===== src/rtl/slot_dec_pkg.sv =====
package slot_dec_pkg;
  localparam int SLOT_W     = 2;
  localparam int NSLOT      = 1 << SLOT_W;
  localparam int REG_AW     = 10;
  localparam int M16_AW     = 25;
  localparam int M8_AW      = 24;
  localparam int ADDR_W     = M16_AW;
  localparam int OFF_W      = M16_AW - SLOT_W;
  localparam int DATA_W     = 16;
  localparam int NBYTE      = DATA_W / 8;
  localparam int N_EMODE    = 3;
  localparam int CFG_AW     = 8;
  localparam int CFG_BASE   = 'h2B;
  localparam int CFG_STRIDE = 4;
  localparam int EM_REG     = 1;
  localparam int EM_M16     = 2;

  typedef enum logic [2:0] {
    SP_IO = 3'd0, SP_ID = 3'd1, SP_INT = 3'd2, SP_MEM16 = 3'd3, SP_MEM8 = 3'd4
  } space_e;

  typedef enum logic [1:0] {
    WIN_REG = 2'd0, WIN_M16 = 2'd1, WIN_M8 = 2'd2, WIN_NONE = 2'd3
  } win_e;

  typedef enum logic [1:0] {
    ST_IDLE = 2'd0, ST_ISSUE = 2'd1, ST_WAIT = 2'd2, ST_RESP = 2'd3
  } state_e;
endpackage


===== src/rtl/slot_dec_cfg.sv =====
module slot_dec_cfg
  import slot_dec_pkg::*;
(
  input  logic              clk_i,
  input  logic              rst_ni,
  input  logic              we_i,
  input  logic [CFG_AW-1:0] addr_i,
  input  logic [7:0]        wdata_i,
  output logic [7:0]        rdata_o,
  output logic [N_EMODE-1:0] mode_o
);
  logic [N_EMODE-1:0] hit;
  logic               unused_wbits;

  assign unused_wbits = ^wdata_i[7:1];

  for (genvar k = 0; k < N_EMODE; k++) begin : g_mode
    localparam logic [CFG_AW-1:0] MODE_ADDR = CFG_AW'(CFG_BASE + CFG_STRIDE * k);
    logic mode_q;
    assign hit[k] = (addr_i == MODE_ADDR);
    always_ff @(posedge clk_i or negedge rst_ni) begin
      if (!rst_ni)               mode_q <= 1'b0;
      else if (we_i && hit[k])   mode_q <= wdata_i[0];
    end
    assign mode_o[k] = mode_q;
  end

  assign rdata_o = {7'b0, |(hit & mode_o)};
endmodule


===== src/rtl/slot_dec_map.sv =====
module slot_dec_map
  import slot_dec_pkg::*;
(
  input  logic [1:0]          win_i,
  input  logic [ADDR_W-1:0]   addr_i,
  input  logic                size_i,
  input  logic [N_EMODE-1:0]  mode_i,
  output logic                ok_o,
  output logic [SLOT_W-1:0]   slot_o,
  output logic [2:0]          space_o,
  output logic [OFF_W-1:0]    off_o,
  output logic                swap_o
);
  localparam int SUB_LSB = REG_AW - SLOT_W - 2;
  localparam int IO_W    = SUB_LSB + 1;
  localparam int M8_OW   = M8_AW - SLOT_W;

  logic              be_win;
  logic [ADDR_W-1:0] ea;
  logic [1:0]        sub;

  always_comb begin
    case (win_i)
      WIN_REG: be_win = mode_i[EM_REG];
      WIN_M16: be_win = mode_i[EM_M16];
      default: be_win = 1'b0;
    endcase
    ea      = addr_i;
    ea[0]   = addr_i[0] ^ (be_win & ~size_i);
    swap_o  = be_win & size_i;
    sub     = ea[SUB_LSB +: 2];
    ok_o    = 1'b1;
    slot_o  = '0;
    space_o = SP_IO;
    off_o   = '0;
    case (win_i)
      WIN_REG: begin
        slot_o = ea[REG_AW-1 -: SLOT_W];
        if (sub[1]) begin
          space_o = sub[0] ? SP_INT : SP_ID;
          off_o   = OFF_W'(ea[SUB_LSB-1:0]);
        end else begin
          off_o   = OFF_W'(ea[IO_W-1:0]);
        end
      end
      WIN_M16: begin
        slot_o  = ea[M16_AW-1 -: SLOT_W];
        space_o = SP_MEM16;
        off_o   = ea[OFF_W-1:0];
      end
      WIN_M8: begin
        slot_o  = ea[M8_AW-1 -: SLOT_W];
        space_o = SP_MEM8;
        off_o   = OFF_W'(ea[M8_OW-1:0]);
        ok_o    = ~size_i;
      end
      default: ok_o = 1'b0;
    endcase
  end
endmodule


===== src/rtl/slot_dec_lane.sv =====
module slot_dec_lane #(
  parameter int NB = 2
) (
  input  logic [8*NB-1:0] data_i,
  input  logic            swap_i,
  output logic [8*NB-1:0] data_o
);
  logic [8*NB-1:0] rev;

  for (genvar b = 0; b < NB; b++) begin : g_byte
    assign rev[8*b +: 8] = data_i[8*(NB-1-b) +: 8];
  end

  assign data_o = swap_i ? rev : data_i;
endmodule


===== src/rtl/slot_window_decoder.sv =====
module slot_window_decoder
  import slot_dec_pkg::*;
(
  input  logic                clk_i,
  input  logic                rst_ni,
  input  logic                cfg_we_i,
  input  logic [CFG_AW-1:0]   cfg_addr_i,
  input  logic [7:0]          cfg_wdata_i,
  output logic [7:0]          cfg_rdata_o,
  input  logic                req_valid_i,
  output logic                req_ready_o,
  input  logic [1:0]          req_win_i,
  input  logic [ADDR_W-1:0]   req_addr_i,
  input  logic                req_size_i,
  input  logic                req_we_i,
  input  logic [DATA_W-1:0]   req_wdata_i,
  output logic                rsp_valid_o,
  output logic [DATA_W-1:0]   rsp_rdata_o,
  input  logic [NSLOT-1:0]    slot_present_i,
  output logic                mod_valid_o,
  input  logic                mod_ready_i,
  output logic [SLOT_W-1:0]   mod_slot_o,
  output logic [2:0]          mod_space_o,
  output logic [OFF_W-1:0]    mod_offset_o,
  output logic                mod_we_o,
  output logic                mod_size_o,
  output logic [DATA_W-1:0]   mod_wdata_o,
  input  logic                mod_rvalid_i,
  input  logic [DATA_W-1:0]   mod_rdata_i
);
  state_e             st_q;
  logic [N_EMODE-1:0] mode;
  logic               dec_ok, dec_swap;
  logic [SLOT_W-1:0]  dec_slot;
  logic [2:0]         dec_space;
  logic [OFF_W-1:0]   dec_off;
  logic [DATA_W-1:0]  wdata_adj, rdata_adj;
  logic               accept, swap_q;
  logic [DATA_W-1:0]  rdata_q;

  slot_dec_cfg u_cfg (
    .clk_i   (clk_i),
    .rst_ni  (rst_ni),
    .we_i    (cfg_we_i),
    .addr_i  (cfg_addr_i),
    .wdata_i (cfg_wdata_i),
    .rdata_o (cfg_rdata_o),
    .mode_o  (mode)
  );

  slot_dec_map u_map (
    .win_i   (req_win_i),
    .addr_i  (req_addr_i),
    .size_i  (req_size_i),
    .mode_i  (mode),
    .ok_o    (dec_ok),
    .slot_o  (dec_slot),
    .space_o (dec_space),
    .off_o   (dec_off),
    .swap_o  (dec_swap)
  );

  slot_dec_lane #(.NB(NBYTE)) u_wlane (
    .data_i (req_wdata_i),
    .swap_i (dec_swap),
    .data_o (wdata_adj)
  );

  slot_dec_lane #(.NB(NBYTE)) u_rlane (
    .data_i (mod_rdata_i),
    .swap_i (swap_q),
    .data_o (rdata_adj)
  );

  assign req_ready_o = (st_q == ST_IDLE);
  assign accept      = req_valid_i & req_ready_o;
  assign mod_valid_o = (st_q == ST_ISSUE);
  assign rsp_valid_o = (st_q == ST_RESP);
  assign rsp_rdata_o = rdata_q;

  always_ff @(posedge clk_i or negedge rst_ni) begin
    if (!rst_ni) begin
      st_q         <= ST_IDLE;
      mod_slot_o   <= '0;
      mod_space_o  <= '0;
      mod_offset_o <= '0;
      mod_we_o     <= 1'b0;
      mod_size_o   <= 1'b0;
      mod_wdata_o  <= '0;
      swap_q       <= 1'b0;
      rdata_q      <= '0;
    end else begin
      case (st_q)
        ST_IDLE: if (accept) begin
          rdata_q <= '0;
          if (dec_ok && slot_present_i[dec_slot]) begin
            mod_slot_o   <= dec_slot;
            mod_space_o  <= dec_space;
            mod_offset_o <= dec_off;
            mod_we_o     <= req_we_i;
            mod_size_o   <= req_size_i;
            mod_wdata_o  <= wdata_adj;
            swap_q       <= dec_swap;
            st_q         <= ST_ISSUE;
          end else begin
            st_q <= ST_RESP;
          end
        end
        ST_ISSUE: if (mod_ready_i) st_q <= mod_we_o ? ST_RESP : ST_WAIT;
        ST_WAIT: if (mod_rvalid_i) begin
          rdata_q <= rdata_adj;
          st_q    <= ST_RESP;
        end
        default: st_q <= ST_IDLE;
      endcase
    end
  end
endmodule


===== config.mk =====
export PLATFORM = sky130hd
export DESIGN_NAME = slot_window_decoder
export DESIGN_NICKNAME = d
export VERILOG_FILES = /design/src/rtl/slot_dec_pkg.sv /design/src/rtl/slot_dec_cfg.sv /design/src/rtl/slot_dec_map.sv /design/src/rtl/slot_dec_lane.sv /design/src/rtl/slot_window_decoder.sv
export SDC_FILE = /design/constraint.sdc
export NUM_CORES = 1
export LEC_CHECK = 0
export BUFFER_PORTS_ARGS = -buffer_cell sky130_fd_sc_hd__buf_2
export CORE_ASPECT_RATIO = 1.2
export CORE_UTILIZATION = 51
export DETAILED_ROUTE_END_ITERATION = 6
export HOLD_SLACK_MARGIN = 0.12
export PLACE_DENSITY = 0.86
export SKIP_CTS_REPAIR_TIMING = 1
export SYNTH_ARGS = -nofsm -noshare
export SYNTH_HDL_FRONTEND = slang
export SYNTH_SLANG_ARGS = --single-unit

===== constraint.sdc =====
create_clock -name clk_i -period 4.7 [get_ports clk_i]
set_clock_uncertainty 0.2 [all_clocks]
set_input_delay 0.94 -clock clk_i [delete_from_list [all_inputs] [get_ports clk_i]]
set_output_delay 0.94 -clock clk_i [all_outputs]
set_load 0.1 [all_outputs]

==> results.py <==
metrics = {
    "clock_network": {
        "cts_tree": "done",
        "htree_levels": 3,
        "clock-sinks": 68,
        "cts_made_buffers": 9,
        "clk_latency_ns": 0.34,
        "clockBufferDepth": 2,
        "cts_root_buf": "clkbuf_8",
        "cts.clk_slew.worst_paths_ns": 0.07,
    },
    "setup_path": {
        "cp.required_ns": 4.77,
        "crit_arrival_ns": 3.19,
        "crit_path_start_kind": "primary input",
        "cp-end-kind": "flop",
        "path_class": "in -> reg",
        "critPathMaxFanout": 19,
    },
    "logic_synthesis": {
        "synth_cell_types": 42,
        "ys.flop_type": "dfrtp_1",
        "synth_top_area_share_pct": 47.4,
        "netlist_top_cells_area": "dfrtp_1, mux2_2, mux2i_1",
        "synth-seq-cells": 68,
        "syn_area_sq_um": 3590,
        "syn_area_per_cell_sq_um": 11.3,
        "synth_top_cell_by_area": "dfrtp_1",
        "synthCells": 318,
        "seq_area_frac_synth_pct": 47.4,
        "async_flop_share_pct": 100,
        "yosys_warnings": 0,
        "synth-edff-count": 0,
    },
    "timing": {
        "max_slew_margin_pct": 24.9,
        "whs_ns": 0.273,
        "rsz0062_at_grt": "false",
        "finalMaxSlewViolations": 0,
        "hold_viol_final": 0,
        "fin_tns_setup_ns": 0,
        "fmax_ghz": 0.320,
        "min_period_over_period_pct": 66.4,
        "worstMarginPinSlew_ns": 1.12,
        "min_period_ns": 3.12,
        "setup_viol": 0,
    },
    "route": {
        "drc": 0,
        "drt_wl_total_mm": 7.94,
        "ant_nets": 0,
        "wl_per_cell_microns": 14.4,
        "routed-via-count": 2877,
        "drtIter0Drc": 122,
        "viasPerCell": 5.21,
        "firstDrtPassIters": 4,
    },
    "placed_design": {
        "io_buffers": 145,
        "routabilityCongestion": 0.800,
        "dp_hpwl_mm": 5.98,
    },
    "finish": {
        "syn_to_final_growth_pct": 26.4,
        "fill_cells": 556,
        "drive_above_1_share_pct": 46.5,
        "antenna_cells": 0,
        "nets": 551,
    },
    "floorplan": {
        "rows": 33,
        "dieWidth_microns": 78.6,
        "fp.dieH_microns": 93.9,
        "core_sq_um": 6810,
        "pin_count": 160,
        "start_util_pct": 52.7,
        "die_area_sq_um": 7380,
    },
    "global_route": {
        "grt-ovfl-total": 0,
        "grt_start_max_net_pins": 49,
        "grt_pass1_vias": 2770,
        "grt_use_total_pct": 22.9,
        "grt_pass1_wl_mm": 12.8,
        "antenna_found_initial": 0,
    },
    "run": {
        "maxCapViolCount": 0,
    },
    "min_path": {
        "min_path_type": "reg -> reg",
    },
    "outcome": {
        "run_status": "completed",
    },
}
-- registers in the layout (all words and copies together) (netlist names), 2 cells and up --
signal,cells
st_q,2
mod_offset_o,23
u_cfg.g_mode.mode_q,3
rsp_rdata_o,16
mod_space_o,3
mod_wdata_o,16
mod_slot_o,2
-- kinds of logic after synthesis --
| kind of cell | count (synthesis) | share of synthesized area, % |
|---|---|---|
| AND/OR/NAND/NOR | 63 | 8.02 |
| XOR/XNOR | 1 | 0.244 |
| adder cells (fa/ha/maj) | 4 | 1.39 |
| multiplexers | 88 | 27.5 |
| other | 1 | 0.104 |
| flip-flops | 68 | 47.4 |
| AO/OA/AOI/OAI | 40 | 8.12 |
| buffers and inverters | 53 | 7.25 |
-- layout by cell type, fill, tap and decap left out, types with 3 or more instances in the layout --
master    Yosys  routed
buf_2         4     145
dfrtp_1      68      68
mux2i_1      40      40
nand2_1      39      39
mux2_2       38      38
inv_1        28      28
o31ai_1      17      17
clkbuf_8      0      10
mux2_4        9       9
nor2_1        7       7
conb_1        1       7
a211oi_1      4       4
o21ai_0       4       4
ha_1          4       4
buf_4         9       4
nor2b_1       3       3
and3_1        3       3
a21oi_1       3       3
-- through the flow --
stage / instance area (sq um) / util [%] / setup slack, ns / std cells
4_1_cts: 4540 / 66.6 / 1.59 / 552
6_report: 4540 / 66.6 / 1.58 / 552
5_1_grt: 4540 / 66.6 / 1.44 / 552
3_5_place_dp: 4340 / 63.7 / 1.23 / 536
3_3_place_gp: 4340 / 63.7 / 1.28 / 536
2_1_floorplan: 3610 / - / 0.293 / 324
-- cell type report --
cell class                      count  area (sq um)  share of cell area, %
Sequential cell                    68          1700                   37.5
Multi-Input combinational cell    203          1660                   36.6
Timing Repair Buffer              149           756                   16.7
Clock buffer                       10           138                   3.03
Inverter                           29           109                   2.40
Tap cell                           87           109                   2.40
Clock inverter                      6          63.8                   1.41
-- cells in the mapped netlist (5+ instances only) --
library cell  instances
dfrtp_1              68
mux2i_1              40
nand2_1              39
mux2_2               38
inv_1                28
o31ai_1              17
buf_4                 9
mux2_4                9
nor2_1                7
clkbuf_1              5
-- worst paths after layout --
path / start / endpoint / slack [ns] / cells past startpoint
max in group asynchronous: rst_ni / u_cfg.g_mode[1].mode_q$_DFFE_PN0P_ / 2.81 / 2
min: rsp_rdata_o[5]$_DFFE_PN0P_ / rsp_rdata_o[5]$_DFFE_PN0P_ / 0.27 / 2
max: req_win_i[0] / mod_offset_o[16]$_DFFE_PN0P_ / 1.58 / 8
max reg2reg: st_q[0]$_DFFE_PN0P_ / rsp_rdata_o[0]$_DFFE_PN0P_ / 2.00 / 7
min in group asynchronous: rst_ni / mod_offset_o[5]$_DFFE_PN0P_ / 0.59 / 1
min reg2reg: rsp_rdata_o[5]$_DFFE_PN0P_ / rsp_rdata_o[5]$_DFFE_PN0P_ / 0.27 / 2
-- per-layer routing --
metal  share of wire, %  track usage [%]
met1                 40             26.0
met2                 52             39.6
met3                5.8             5.92
met4                2.2             11.1
met5                  0                0
-- worst max-delay path: stages --
cell and delay [ns]:
buf_2 0.29, mux2i_4 0.34, mux2i_1 0.24, a211oi_2 0.13, o21ai_4 0.40, buf_4 0.39
buf_4 0.25, mux2i_1 0.20
Power is not shown: default switching activity piles up to over one toggle a cycle in this logic, so the estimate is an artifact.
